===== src/rtl/sec_counter_pkg.sv =====
package sec_counter_pkg;
  localparam int CNT_BYTES = 4;
  localparam int CNT_W     = CNT_BYTES * 8;
  localparam int ADDR_W    = 3;
  localparam int DATA_W    = 8;
  localparam logic [ADDR_W-1:0] REG_CTRL = 3'd4;
  localparam int STOP_BIT  = 7;
  localparam logic STOP_RESET = 1'b1;
endpackage


===== src/rtl/sc_prescaler.sv =====
module sc_prescaler #(
  parameter int W = 15
) (
  input  logic clk,
  input  logic rst_n,
  input  logic adv,
  input  logic clr,
  output logic carry
);
  localparam logic [W-1:0] ONE = {{(W-1){1'b0}}, 1'b1};

  logic [W-1:0] pre_q;

  always_ff @(posedge clk or negedge rst_n) begin
    if (!rst_n)   pre_q <= '0;
    else if (clr) pre_q <= '0;
    else if (adv) pre_q <= pre_q + ONE;
  end

  assign carry = adv && !clr && (&pre_q);
endmodule


===== src/rtl/sc_count_core.sv =====
module sc_count_core
  import sec_counter_pkg::*;
(
  input  logic                 clk,
  input  logic                 rst_n,
  input  logic                 inc,
  input  logic                 wr_en,
  input  logic [CNT_BYTES-1:0] wr_sel,
  input  logic [DATA_W-1:0]    wr_data,
  output logic [CNT_W-1:0]     count
);
  localparam logic [CNT_W-1:0] ONE = {{(CNT_W-1){1'b0}}, 1'b1};

  logic [CNT_W-1:0] count_q;
  logic [CNT_W-1:0] bumped;
  logic [CNT_W-1:0] count_d;

  assign bumped = count_q + ONE;

  for (genvar k = 0; k < CNT_BYTES; k++) begin : g_byte
    always_comb begin
      if (wr_en) begin
        count_d[k*8 +: 8] = wr_sel[k] ? wr_data : count_q[k*8 +: 8];
      end else if (inc) begin
        count_d[k*8 +: 8] = bumped[k*8 +: 8];
      end else begin
        count_d[k*8 +: 8] = count_q[k*8 +: 8];
      end
    end
  end

  always_ff @(posedge clk or negedge rst_n) begin
    if (!rst_n) count_q <= '0;
    else        count_q <= count_d;
  end

  assign count = count_q;
endmodule


===== src/rtl/sc_host_port.sv =====
module sc_host_port
  import sec_counter_pkg::*;
(
  input  logic                 clk,
  input  logic                 rst_n,
  input  logic                 pwr_fail,
  input  logic                 req_valid,
  output logic                 req_ready,
  input  logic                 req_write,
  input  logic [ADDR_W-1:0]    req_addr,
  input  logic [DATA_W-1:0]    req_wdata,
  output logic                 rsp_valid,
  input  logic                 rsp_ready,
  output logic [DATA_W-1:0]    rsp_rdata,
  input  logic [CNT_W-1:0]     count,
  output logic                 cnt_wr_en,
  output logic [CNT_BYTES-1:0] cnt_wr_sel,
  output logic                 stop
);
  logic                accept;
  logic                is_cnt;
  logic                rsp_valid_q;
  logic [DATA_W-1:0]   rsp_data_q;
  logic [DATA_W-1:0]   rd_val;
  logic [CNT_W-1:0]    shadow_q;
  logic                stop_q;

  assign req_ready = !pwr_fail && (!rsp_valid_q || rsp_ready);
  assign accept    = req_valid && req_ready;
  assign is_cnt    = (req_addr < ADDR_W'(CNT_BYTES));
  assign cnt_wr_en = accept && req_write && is_cnt;

  for (genvar k = 0; k < CNT_BYTES; k++) begin : g_sel
    assign cnt_wr_sel[k] = (req_addr == ADDR_W'(k));
  end

  always_comb begin
    rd_val = '0;
    if (req_addr == '0) begin
      rd_val = count[7:0];
    end else if (req_addr == REG_CTRL) begin
      rd_val[STOP_BIT] = stop_q;
    end else begin
      for (int k = 1; k < CNT_BYTES; k++) begin
        if (req_addr == ADDR_W'(k)) rd_val = shadow_q[k*8 +: 8];
      end
    end
  end

  always_ff @(posedge clk or negedge rst_n) begin
    if (!rst_n) begin
      shadow_q <= '0;
      stop_q   <= STOP_RESET;
    end else if (accept) begin
      if (!req_write && req_addr == '0) shadow_q <= count;
      if (req_write && req_addr == REG_CTRL) stop_q <= req_wdata[STOP_BIT];
    end
  end

  always_ff @(posedge clk or negedge rst_n) begin
    if (!rst_n) begin
      rsp_valid_q <= 1'b0;
      rsp_data_q  <= '0;
    end else if (accept) begin
      rsp_valid_q <= 1'b1;
      rsp_data_q  <= req_write ? '0 : rd_val;
    end else if (rsp_ready) begin
      rsp_valid_q <= 1'b0;
    end
  end

  assign rsp_valid = rsp_valid_q;
  assign rsp_rdata = rsp_data_q;
  assign stop      = stop_q;
endmodule


===== src/rtl/sec_counter.sv =====
module sec_counter
  import sec_counter_pkg::*;
#(
  parameter int PRESCALE_W = 15
) (
  input  logic              clk,
  input  logic              rst_n,
  input  logic              tick_en,
  input  logic              on_backup,
  input  logic              pwr_fail,
  input  logic              req_valid,
  output logic              req_ready,
  input  logic              req_write,
  input  logic [ADDR_W-1:0] req_addr,
  input  logic [DATA_W-1:0] req_wdata,
  output logic              rsp_valid,
  input  logic              rsp_ready,
  output logic [DATA_W-1:0] rsp_rdata,
  output logic              osc_run
);
  logic [CNT_W-1:0]     count;
  logic                 cnt_wr_en;
  logic [CNT_BYTES-1:0] cnt_wr_sel;
  logic                 stop;
  logic                 carry;

  assign osc_run = !(on_backup && stop);

  sc_host_port u_port (
    .clk(clk), .rst_n(rst_n), .pwr_fail(pwr_fail),
    .req_valid(req_valid), .req_ready(req_ready), .req_write(req_write),
    .req_addr(req_addr), .req_wdata(req_wdata),
    .rsp_valid(rsp_valid), .rsp_ready(rsp_ready), .rsp_rdata(rsp_rdata),
    .count(count), .cnt_wr_en(cnt_wr_en), .cnt_wr_sel(cnt_wr_sel), .stop(stop)
  );

  sc_prescaler #(.W(PRESCALE_W)) u_pre (
    .clk(clk), .rst_n(rst_n),
    .adv(tick_en && osc_run), .clr(cnt_wr_en), .carry(carry)
  );

  sc_count_core u_core (
    .clk(clk), .rst_n(rst_n), .inc(carry && !stop),
    .wr_en(cnt_wr_en), .wr_sel(cnt_wr_sel), .wr_data(req_wdata),
    .count(count)
  );
endmodule


===== config.mk =====
export PLATFORM = sky130hd
export DESIGN_NAME = sec_counter
export DESIGN_NICKNAME = d
export VERILOG_FILES = /design/src/rtl/sec_counter_pkg.sv /design/src/rtl/sc_prescaler.sv /design/src/rtl/sc_count_core.sv /design/src/rtl/sc_host_port.sv /design/src/rtl/sec_counter.sv
export SDC_FILE = /design/constraint.sdc
export NUM_CORES = 1
export LEC_CHECK = 0
export ABC_AREA = 1
export CAP_MARGIN = 20
export CELL_PAD_IN_SITES_DETAIL_PLACEMENT = 1
export CELL_PAD_IN_SITES_GLOBAL_PLACEMENT = 1
export CORE_ASPECT_RATIO = 1.25
export CORE_MARGIN = 2
export CORE_UTILIZATION = 43
export DETAILED_ROUTE_END_ITERATION = 6
export GPL_TIMING_DRIVEN = 0
export PLACE_DENSITY = 0.78
export REMOVE_ABC_BUFFERS = 1
export SLEW_MARGIN = 20
export SYNTH_ARGS = -nofsm -noshare
export SYNTH_HDL_FRONTEND = slang
export SYNTH_SLANG_ARGS = --single-unit
export TNS_END_PERCENT = 5

===== constraint.sdc =====
create_clock -name clk -period 1.66 [get_ports clk]
set_input_delay 0.332 -clock clk [delete_from_list [all_inputs] [get_ports clk]]
set_output_delay 0.332 -clock clk [all_outputs]
set_load 0.05 [all_outputs]

==> reports/qor.csv, run 1 <==
stage;metric;value;unit
sta;slew-limit-headroom;52.1;%
place;dpl_worst_slack;-1850;ps
worst_setup_path;worstReg2RegStart;u_pre.pre_q[1];
worst_setup_path;r2r-end;u_core.count[11];
floorplan;die-area;12400;um2
routing;avgRoutedWirePerCell;24.0;um
worst_setup_path;path_class;reg2reg;
sta;whs;292;ps
worst_setup_path;worst_setup_path_end_kind;register;
finish;num-nets-final;821;
routing;first_pass_iters;5;
min_path;min_path_cells;4;
grt;grt_pass1_vias;5540;
outcome;violations;setup timing;
power;power_leakage;3.13;nW
floorplan;coreArea;11200;um2
sta;max_clock_freq;0.556;GHz
sta;min_period;1800;ps
outcome;status;finished with violations;
clocking;cts_tree;built;
finish;drive_above_1_share;23.4;%
sta;setup_violations;38;
place;dpl.hpwl;11600;um
place;routabilityCongestion;0.883;
worst_setup_path;cp-start-kind;register;
grt;grt_pass1_wl;30200;um
routing;num_vias;5717;
sta;period_share;108;%
power;p_int;4.10;mW
worst_setup_path;path_max_fanout;8;
finish;final_common_cell;nand2_1;
finish;final_cell_mix;nand2_1 (269), inv_1 (60), nor2_1 (59), dfrtp_1 (59), nand3_1 (57);
sta;final-hold-violation-count;0;
min_path;min_from;rsp_ready;
finish;post-route-util;59.5;%
sta;finClkSkew;8.99;ps
worst_setup_path;reg2regPathDepth;10;
power;seqPwrFrac;41.6;%
clocking;clkTransAtPathRegs;70;ps
power;combPwrFrac;21.9;%
place;place_area;5310;um2
place;dp.cells;868;
routing;ant_nets;0;
yosys;ys_seq_area_share;40.8;%
yosys;synth_top_cell_area_share;40.3;%
worst_setup_path;reg2reg_slack;-140;ps
min_path;holdCritPathClass;in2reg;
sta;drv_slew;0;
clocking;cts_buffers;9;
min_path;hold_path_end;u_port.rsp_valid;
worst_setup_path;arrival;2030;ps
grt;grt-ovfl-total;0;
worst_setup_path;cp_data_required_time;1890;ps
grt;antenna_found_initial;0;
power;switching_share;34.0;%
clocking;htree_levels;3;
floorplan;die_y;124;um
floorplan;fp-row-count;43;
sta;rsz0062_at_grt;true;
grt;grt_max_degree;47;
yosys;ys_types;38;
floorplan;die_x;100;um
power;power.density;932;nW/um2
routing;wl;22600;um
floorplan;start_util;44.4;%
yosys;synthTopCellsByArea;dfrtp_1 (40%), nand2_1 (22%), nand3_1 (7.2%);
power;net-switching-power;2.11;mW
routing;via_per_inst;6.09;
yosys;synth_cells;721;
routing;drt_iter0_markers;480;
flow_run;maxCapViolCount;0;
place;io_buffers;29;
sta;tightest_slew;717;ps
yosys;synth_area;4970;um2
clocking;clk_latency;350;ps
yosys;synth.avg_cell_area;6.89;um2
floorplan;ios;30;
finish;syn_to_final_growth;34.1;%
power;clkPwrFrac;36.4;%
sta;setup_ws;-140;ps
yosys;yosys.area.top_type;dfrtp_1;
clocking;root_buffer;clkbuf_16;
grt;grt_use_total;32.4;%
finish;final_area;6660;um2
power;p_total;6.21;mW
routing;drc_errors;0;
clocking;clock_tree.buffer_depth;2;
yosys;synth-warning-count;0;
power;ir_drop;0.586;mV
sta;finalSetupTns;-2150;ps
yosys;ys_seq_elements;81;
finish;fin_cells;939;
clocking;tritoncts_num_sinks;81;
finish;diodes;0;
==> synth_stat cells, drive strengths merged <==
library cell	count
a21oi	16
buf	15
o21ai	41
nor3b	1
xor2	9
ha	2
nand3	73
clkbuf	3
nand4	7
nor2	85
nand2	297
dfstp	1
nor3	7
o21a	1
o21bai	1
and2	1
inv	68
dfrtp	80
xnor2	2
clkinv	1
o221ai	8
o22ai	1
and3	1
==> logic make-up (layout without fill, tap and decap cells) <==
group / count (synthesis) / count (layout) / share of synthesized area [%]
and+or+nand+nor: 472 / 483 / 40.6
buffers and inverters: 87 / 159 / 7.96
DFF: 81 / 81 / 40.8
AOI/OAI and AO/OA: 68 / 68 / 8.11
xor gates and xnor gates: 11 / 11 / 1.94
adders and majority gates: 2 / 2 / 0.504
==> per-layer routing <==
layer  wire length (um)  track usage (%)  vias to the layer above
met5                  0                0                        -
met4               1600             14.0                        0
met3               1640             5.11                      133
met2              10800             57.5                      323
met1               8510             38.8                     2798
li1                   -                -                     2463
==> worst max-delay path by stage <==
stage | cells after the start | slack, ps | to | start
after global placement | 1 | -2700 | u_core.count[27] | rst_n
after floorplan | 6 | -1030 | u_core.count[0] | u_port.rsp_valid
after CTS | 10 | -130 | u_core.count[31] | rsp_ready
after detailed placement | 8 | -1850 | u_core.count[0] | rsp_ready
after global routing | 9 | -210 | u_core.count[11] | u_pre.pre_q[9]
final | 10 | -140 | u_core.count[11] | u_pre.pre_q[1]
==> state kept, by name (all words and copies together), names as in the netlist <==
name / count
u_core.count: 32
u_port.shadow_q: 24
u_pre.pre_q: 15
u_port.rsp_rdata: 8
u_port.rsp_valid: 1
u_port.stop: 1
==> worst max-delay path, stage by stage, from the launching register on <==
cell     delay [ps]
dfrtp_1         420
ha_4            190
inv_4            40
nor2_4          110
nand2_2          80
nor2_4          190
nand4_4         150
buf_12          190
buf_4           150
nand3_2          60
nand2_1          70
==> power groups by stage <==
stage	sequential [mW]	clock (mW)	combinational, mW
2_1_floorplan	2.55	0	0.569
6_report	2.58	2.26	1.36
3_5_place_dp	2.55	0	0.969
5_1_grt	2.60	2.33	1.46
4_1_cts	2.52	2.22	1.05
3_3_place_gp	2.54	0	0.912
==> timing repair <==
| action | 4_1_cts | 5_1_grt |
|---|---|---|
| endpoints found under the setup margin | 90 | 79 |
| pin swaps | 10 | 25 |
| hold endpoints to repair | 35 | 0 |
| buffers inserted | 17 | 24 |
| hold buffers | 1 | 0 |
| cloned | 8 | 6 |
| resized for setup | 69 | 102 |
==> final cells by class <==
cell class,instances,area (um2)
timing repair inverter,2,20.0
inverter,69,308
sequential,81,2050
fill,1392,4530
clock buffer,11,243
multi-input combinational,564,3050
tap,135,169
timing repair buffer,73,742
clock inverter,4,76.3
No activity file was read; power rests on OpenSTA's default activity.
==> run 2: changes to the inputs <==
--- a/config.mk
+++ b/config.mk
@@ -12,10 +12,12 @@
 export CORE_ASPECT_RATIO = 1.25
 export CORE_MARGIN = 2
 export CORE_UTILIZATION = 43
+export CTS_CLUSTER_SIZE = 30
 export DETAILED_ROUTE_END_ITERATION = 6
 export GPL_TIMING_DRIVEN = 0
 export PLACE_DENSITY = 0.78
 export REMOVE_ABC_BUFFERS = 1
+export SETUP_SLACK_MARGIN = 0.3
 export SLEW_MARGIN = 20
 export SYNTH_ARGS = -nofsm -noshare
 export SYNTH_HDL_FRONTEND = slang
==> run 2 against run 1 <==
  * The flow still finishes with violations (setup timing)
  * Setup slack worse by 130 ps
  * First-iteration DRC count is 22% higher
  * Combinational power grew 13%
  * Largest cell class unchanged
  * Sequential share of layout area shrank 0.69 points
  * Utilization is 1.5 points higher
  * Via count is 6.5% higher
  * Cell count increased by 1.8%
  * Critical endpoint is now u_core.count[7]
  * Maximum frequency decreased by 6.7%
==> reports/qor.csv, run 2 (synthesis gave the netlist of run 1 again) <==
stage;metric;value;unit
clocking;cts_tree;built;
finish;multi_input_area;3160;um2
sta;drv_slew;0;
worst_setup_path;reg2reg_slack;-270;ps
worst_setup_path;cp_data_required_time;1940;ps
clocking;clock_tree.buffer_depth;2;
sta;min_period;1930;ps
place;dpl.hpwl;11600;um
power;p_total;6.41;mW
worst_setup_path;worstSetupStartpoint;u_port.rsp_valid;
floorplan;fp-row-count;43;
place;io_buffers;29;
floorplan;die_y;124;um
worst_setup_path;path_max_fanout;12;
grt;grt-ovfl-total;0;
place;place_area;5310;um2
finish;largest_reg_flops;32;
power;ir_drop;0.636;mV
outcome;status;finished with violations;
worst_setup_path;reg2regPathDepth;8;
flow_run;maxCapViolCount;0;
floorplan;die-area;12400;um2
clocking;clkTransAtPathRegs;70;ps
routing;wl;25300;um
worst_setup_path;worstReg2RegStart;u_port.rsp_valid;
floorplan;coreArea;11200;um2
min_path;min_path_cells;4;
clocking;root_buffer;clkbuf_16;
sta;final-hold-violation-count;0;
finish;syn_to_final_growth;37.5;%
place;routabilityCongestion;0.883;
clocking;htree_levels;3;
finish;final_area;6830;um2
sta;setup_ws;-269;ps
finish;final_cell_mix;nand2_1 (247), inv_1 (58), nand3_1 (58);
min_path;min_from;rsp_ready;
grt;grt_pass1_wl;32300;um
routing;drt_iter0_markers;586;
power;power_leakage;3.20;nW
finish;num-nets-final;838;
finish;drive_above_1_share;30.3;%
clocking;tritoncts_num_sinks;81;
min_path;holdCritPathClass;in2reg;
sta;tightest_slew;747;ps
finish;post-route-util;61.0;%
routing;drc_errors;0;
outcome;violations;setup timing;
floorplan;ios;30;
routing;via_per_inst;6.37;
routing;ant_nets;0;
finish;num-fill-cells;1368;
clocking;clk_latency;350;ps
sta;finClkSkew;10.9;ps
finish;diodes;0;
worst_setup_path;arrival;2200;ps
routing;first_pass_iters;5;
routing;avgRoutedWirePerCell;26.4;um
grt;antenna_found_initial;0;
grt;grt_max_degree;47;
sta;setup_violations;59;
worst_setup_path;worst_setup_path_end_kind;register;
floorplan;die_x;100;um
sta;period_share;116;%
grt;grt_pass1_vias;5801;
sta;max_clock_freq;0.518;GHz
sta;rsz0062_at_grt;true;
sta;slew-limit-headroom;50.2;%
worst_setup_path;cp-start-kind;register;
grt;grt_use_total;35.0;%
power;power.density;938;nW/um2
clocking;cts_buffers;9;
floorplan;start_util;44.4;%
routing;num_vias;6090;
finish;seq_area;2060;um2
worst_setup_path;path_class;reg2reg;
finish;final_common_cell;nand2_1;
-- run 2: cell types whose count changed in the layout (fill, tap and decap cells not counted), sizes merged, moves of 2 or more --
cell / change
buf: +19
dlygate4sd2: -7
inv: -2
dlymetal6s2s: -2
clkbuf: +6
-- run 2: report_power, final --
part,leakage [nW],internal [mW],total (mW),switching [mW]
combinational,2.04,0.542,1.54,0.998
sequential,1.00,2.27,2.61,0.334
clock,0.152,1.36,2.26,0.900
total,3.20,4.17,6.41,2.23
-- run 2: worst paths after layout --
path,endpoint
setup / recovery,u_core.count[7]
hold / removal,u_port.rsp_valid
setup reg to reg,u_core.count[7]
hold reg to reg,u_port.rsp_rdata[4]
max in group asynchronous,u_port.stop
min in group asynchronous,u_core.count[2]
-- run 2: metal layers --
metal	wire length (um)	vias up	part of all wire [%]	global-route usage [%]
met2	12000	440	48	61.7
met3	2260	179	8.9	5.27
met5	0	-	0	0
li1	-	2506	-	-
met4	2190	0	8.7	20.2
met1	8790	2965	35	40.1
-- run 2: area by class of cell --
| type | count | area share (%) |
|---|---|---|
| well taps | 135 | 2.47 |
| repair inverters | 1 | 0.0916 |
| flip-flops and latches | 81 | 30.2 |
| inverters | 69 | 4.41 |
| clock buffers | 11 | 3.55 |
| multi-input cells | 565 | 46.3 |
| clock inverters | 4 | 1.12 |
| repair buffers | 90 | 11.9 |
-- run 2: timing repair --
item                                   in CTS  in global routing
endpoints found under the hold margin      35                  0
gates resized for setup                   129                117
cloned                                     10                  3
pin swaps                                  38                 29
buffers inserted                           34                 25
hold buffers                                1                  0
setup endpoints to repair                  90                 89
-- run 2: worst max-delay path, stage by stage, from the launching register on --
cell and delay [ps]:
dfrtp_1 430, a21oi_4 250, nand4_4 210, buf_12 200, clkinv_8 100, nand2_1 210
o21ai_0 210, nand2_1 110, nand2_1 110
-- run 2: per-stage QoR --
step                cells  setup TNS [ps]  setup WS, ps  hold WS, ps
detailed placement    868          -83490         -1850          333
finish                956           -6250          -269          473
floorplan             703          -37800         -1030         36.4
CTS                   928           -1900         -85.4          432
global placement      867         -297990         -2700          465
global route          956           -7310          -248          508
==> run 3: changes to the inputs <==
--- a/config.mk
+++ b/config.mk
@@ -10,14 +10,14 @@
 export CELL_PAD_IN_SITES_DETAIL_PLACEMENT = 1
 export CELL_PAD_IN_SITES_GLOBAL_PLACEMENT = 1
 export CORE_ASPECT_RATIO = 1.25
-export CORE_MARGIN = 2
+export CORE_MARGIN = 4
 export CORE_UTILIZATION = 43
 export CTS_CLUSTER_SIZE = 30
 export DETAILED_ROUTE_END_ITERATION = 6
 export GPL_TIMING_DRIVEN = 0
 export PLACE_DENSITY = 0.78
 export REMOVE_ABC_BUFFERS = 1
-export SETUP_SLACK_MARGIN = 0.3
+export SETUP_SLACK_MARGIN = 0.2
 export SLEW_MARGIN = 20
 export SYNTH_ARGS = -nofsm -noshare
 export SYNTH_HDL_FRONTEND = slang
==> run 3 against run 2 <==
  * Via count down 7.1%
  * Die area up 7.3%
  * Global-route usage down 2.8 points
  * Non-clock buffer count down 12
  * Cell count down 1.4%
  * Flip-flop and latch count unchanged
  * Setup slack better by 140 ps
  * First-iteration DRC count down 38%
  * Clock skew down 1.9 ps
  * The run still ends with setup timing left
  * Maximum frequency up 7.8%
  * Clock-buffer cell count unchanged
  * Critical path type unchanged
==> reports/qor.csv, run 3 (synthesis gave the netlist of run 1 again) <==
stage;metric;value;unit
sta;rsz0062_at_grt;true;
routing;wl_met1;8350;um
grt;grt_pass1_vias;5854;
clocking;clock_tree.buffer_depth;2;
worst_setup_path;r2r-end;u_core.count[6];
worst_setup_path;path_class;reg2reg;
floorplan;fp-row-count;43;
place;dp.cells;868;
worst_setup_path;worst_setup_path_end_kind;register;
sta;finClkSkew;9.03;ps
floorplan;ios;30;
routing;wl_met2;11000;um
grt;antenna_found_initial;0;
power;power_leakage;3.16;nW
sta;max_clock_freq;0.559;GHz
grt;grt-ovfl-total;0;
finish;syn_to_final_growth;34.9;%
finish;drive_above_1_share;27.1;%
finish;largest_reg_flops;32;
outcome;status;finished with violations;
routing;ant_nets;0;
routing;avgRoutedWirePerCell;23.7;um
finish;post-route-util;59.9;%
place;routabilityCongestion;0.854;
sta;setup_violations;39;
sta;tightest_slew;630;ps
worst_setup_path;arrival;2030;ps
min_path;holdCritPathClass;in2async;
clocking;root_buffer;clkbuf_16;
worst_setup_path;reg2reg_slack;-130;ps
routing;highest_layer;met4;
grt;grt_max_degree;47;
floorplan;die-area;13300;um2
worst_setup_path;worstSetupStartpoint;u_port.rsp_valid;
sta;final-hold-violation-count;0;
routing;num_vias;5657;
clocking;htree_levels;3;
clocking;cts_tree;built;
floorplan;die_y;128;um
clocking;cts_buffers;9;
finish;fin_cells;943;
sta;drv_slew;0;
place;dpl.hpwl;11800;um
finish;final_cell_mix;nand2_1 (251), dfrtp_1 (61), inv_1 (60);
routing;wl;22400;um
routing;via_per_inst;6.00;
clocking;clk_latency;350;ps
worst_setup_path;path_max_fanout;6;
floorplan;die_x;104;um
clocking;cts_hold_buf;0;
flow_run;maxCapViolCount;0;
worst_setup_path;reg2regPathDepth;7;
floorplan;start_util;44.4;%
sta;setup_ws;-129;ps
routing;drc_errors;0;
sta;period_share;108;%
clocking;clkTransAtPathRegs;70;ps
routing;met3_wirelength;1540;um
worst_setup_path;worstReg2RegStart;u_port.rsp_valid;
outcome;violations;setup timing;
grt;grt_pass1_wl;32700;um
finish;num-nets-final;825;
floorplan;coreArea;11200;um2
power;power.density;914;nW/um2
grt;grt_use_total;32.2;%
routing;first_pass_iters;5;
finish;diodes;0;
sta;min_period;1790;ps
worst_setup_path;cp-start-kind;register;
worst_setup_path;cp_data_required_time;1910;ps
clocking;tritoncts_num_sinks;81;
place;io_buffers;29;
sta;slew-limit-headroom;58.0;%
finish;final_common_cell;nand2_1;
power;ir_drop;0.439;mV
routing;drt_iter0_markers;362;
## run 3: cell types whose count changed in the layout (fill, tap and decap cells not counted), moves of 7 or more
cell     previous run  this run
dfrtp_1            54        61
o21ai_1            12        20
o21ai_0            29        19
dfrtp_2            26        19
buf_4              41        30
## run 3: worst max-delay path, stage by stage (launching register included)
cell and delay (ps):
dfrtp_1 420, a21oi_4 220, nand4_4 230, buf_12 210
nand4_4 110, buf_6 160, nand2_4 110, o21ai_0 230
## run 3: how the worst max path moves through the flow
stage / to / depth (start not counted)
after floorplan: u_core.count[0] / 6
after global placement: u_core.count[27] / 1
after detailed placement: u_core.count[3] / 6
after CTS: u_core.count[31] / 8
after global routing: u_core.count[6] / 7
final: u_core.count[6] / 7
## run 3: per-stage QoR
stage	instance area (um2)	setup TNS [ps]	worst slack, ps	hold slack, ps	power, mW
after floorplan	4830	-37800	-1030	36.4	3.11
after global placement	5290	-303220	-2770	464	3.45
after detailed placement	5310	-86220	-1900	393	3.53
after CTS	6380	-202	-21.2	33.4	5.77
after global routing	6700	-4520	-159	54.6	6.36
final	6700	-2220	-129	7.80	6.12
## run 3: cell type report
| cell class | count | area (um2) |
|---|---|---|
| repair inverters | 1 | 8.76 |
| inverters | 69 | 292 |
| repair buffers | 78 | 773 |
| multi-input cells | 564 | 3110 |
| clock inverters | 4 | 53.8 |
| flip-flops and latches | 81 | 2050 |
| well taps | 135 | 169 |
| fillers | 1375 | 4490 |
| clock buffers | 11 | 243 |
## run 3: timing repair
item,in CTS,in global routing
resized for setup,174,62
endpoints found under the setup margin,90,84
pin swaps,38,16
hold endpoints to repair,0,0
setup buffers,26,22
gates cloned,11,1
## run 3: where the power goes
part           internal (mW)  leakage [nW]  switching (mW)
combinational          0.514          2.01           0.957
clock                   1.20         0.138           0.879
sequential              2.27          1.02           0.300
## run 3: layer usage
metal	GRT usage [%]	vias to the layer above
met1	37.0	2787
met4	17.4	0
met2	56.5	285
met3	6.45	105
li1	-	2480
met5	0	-
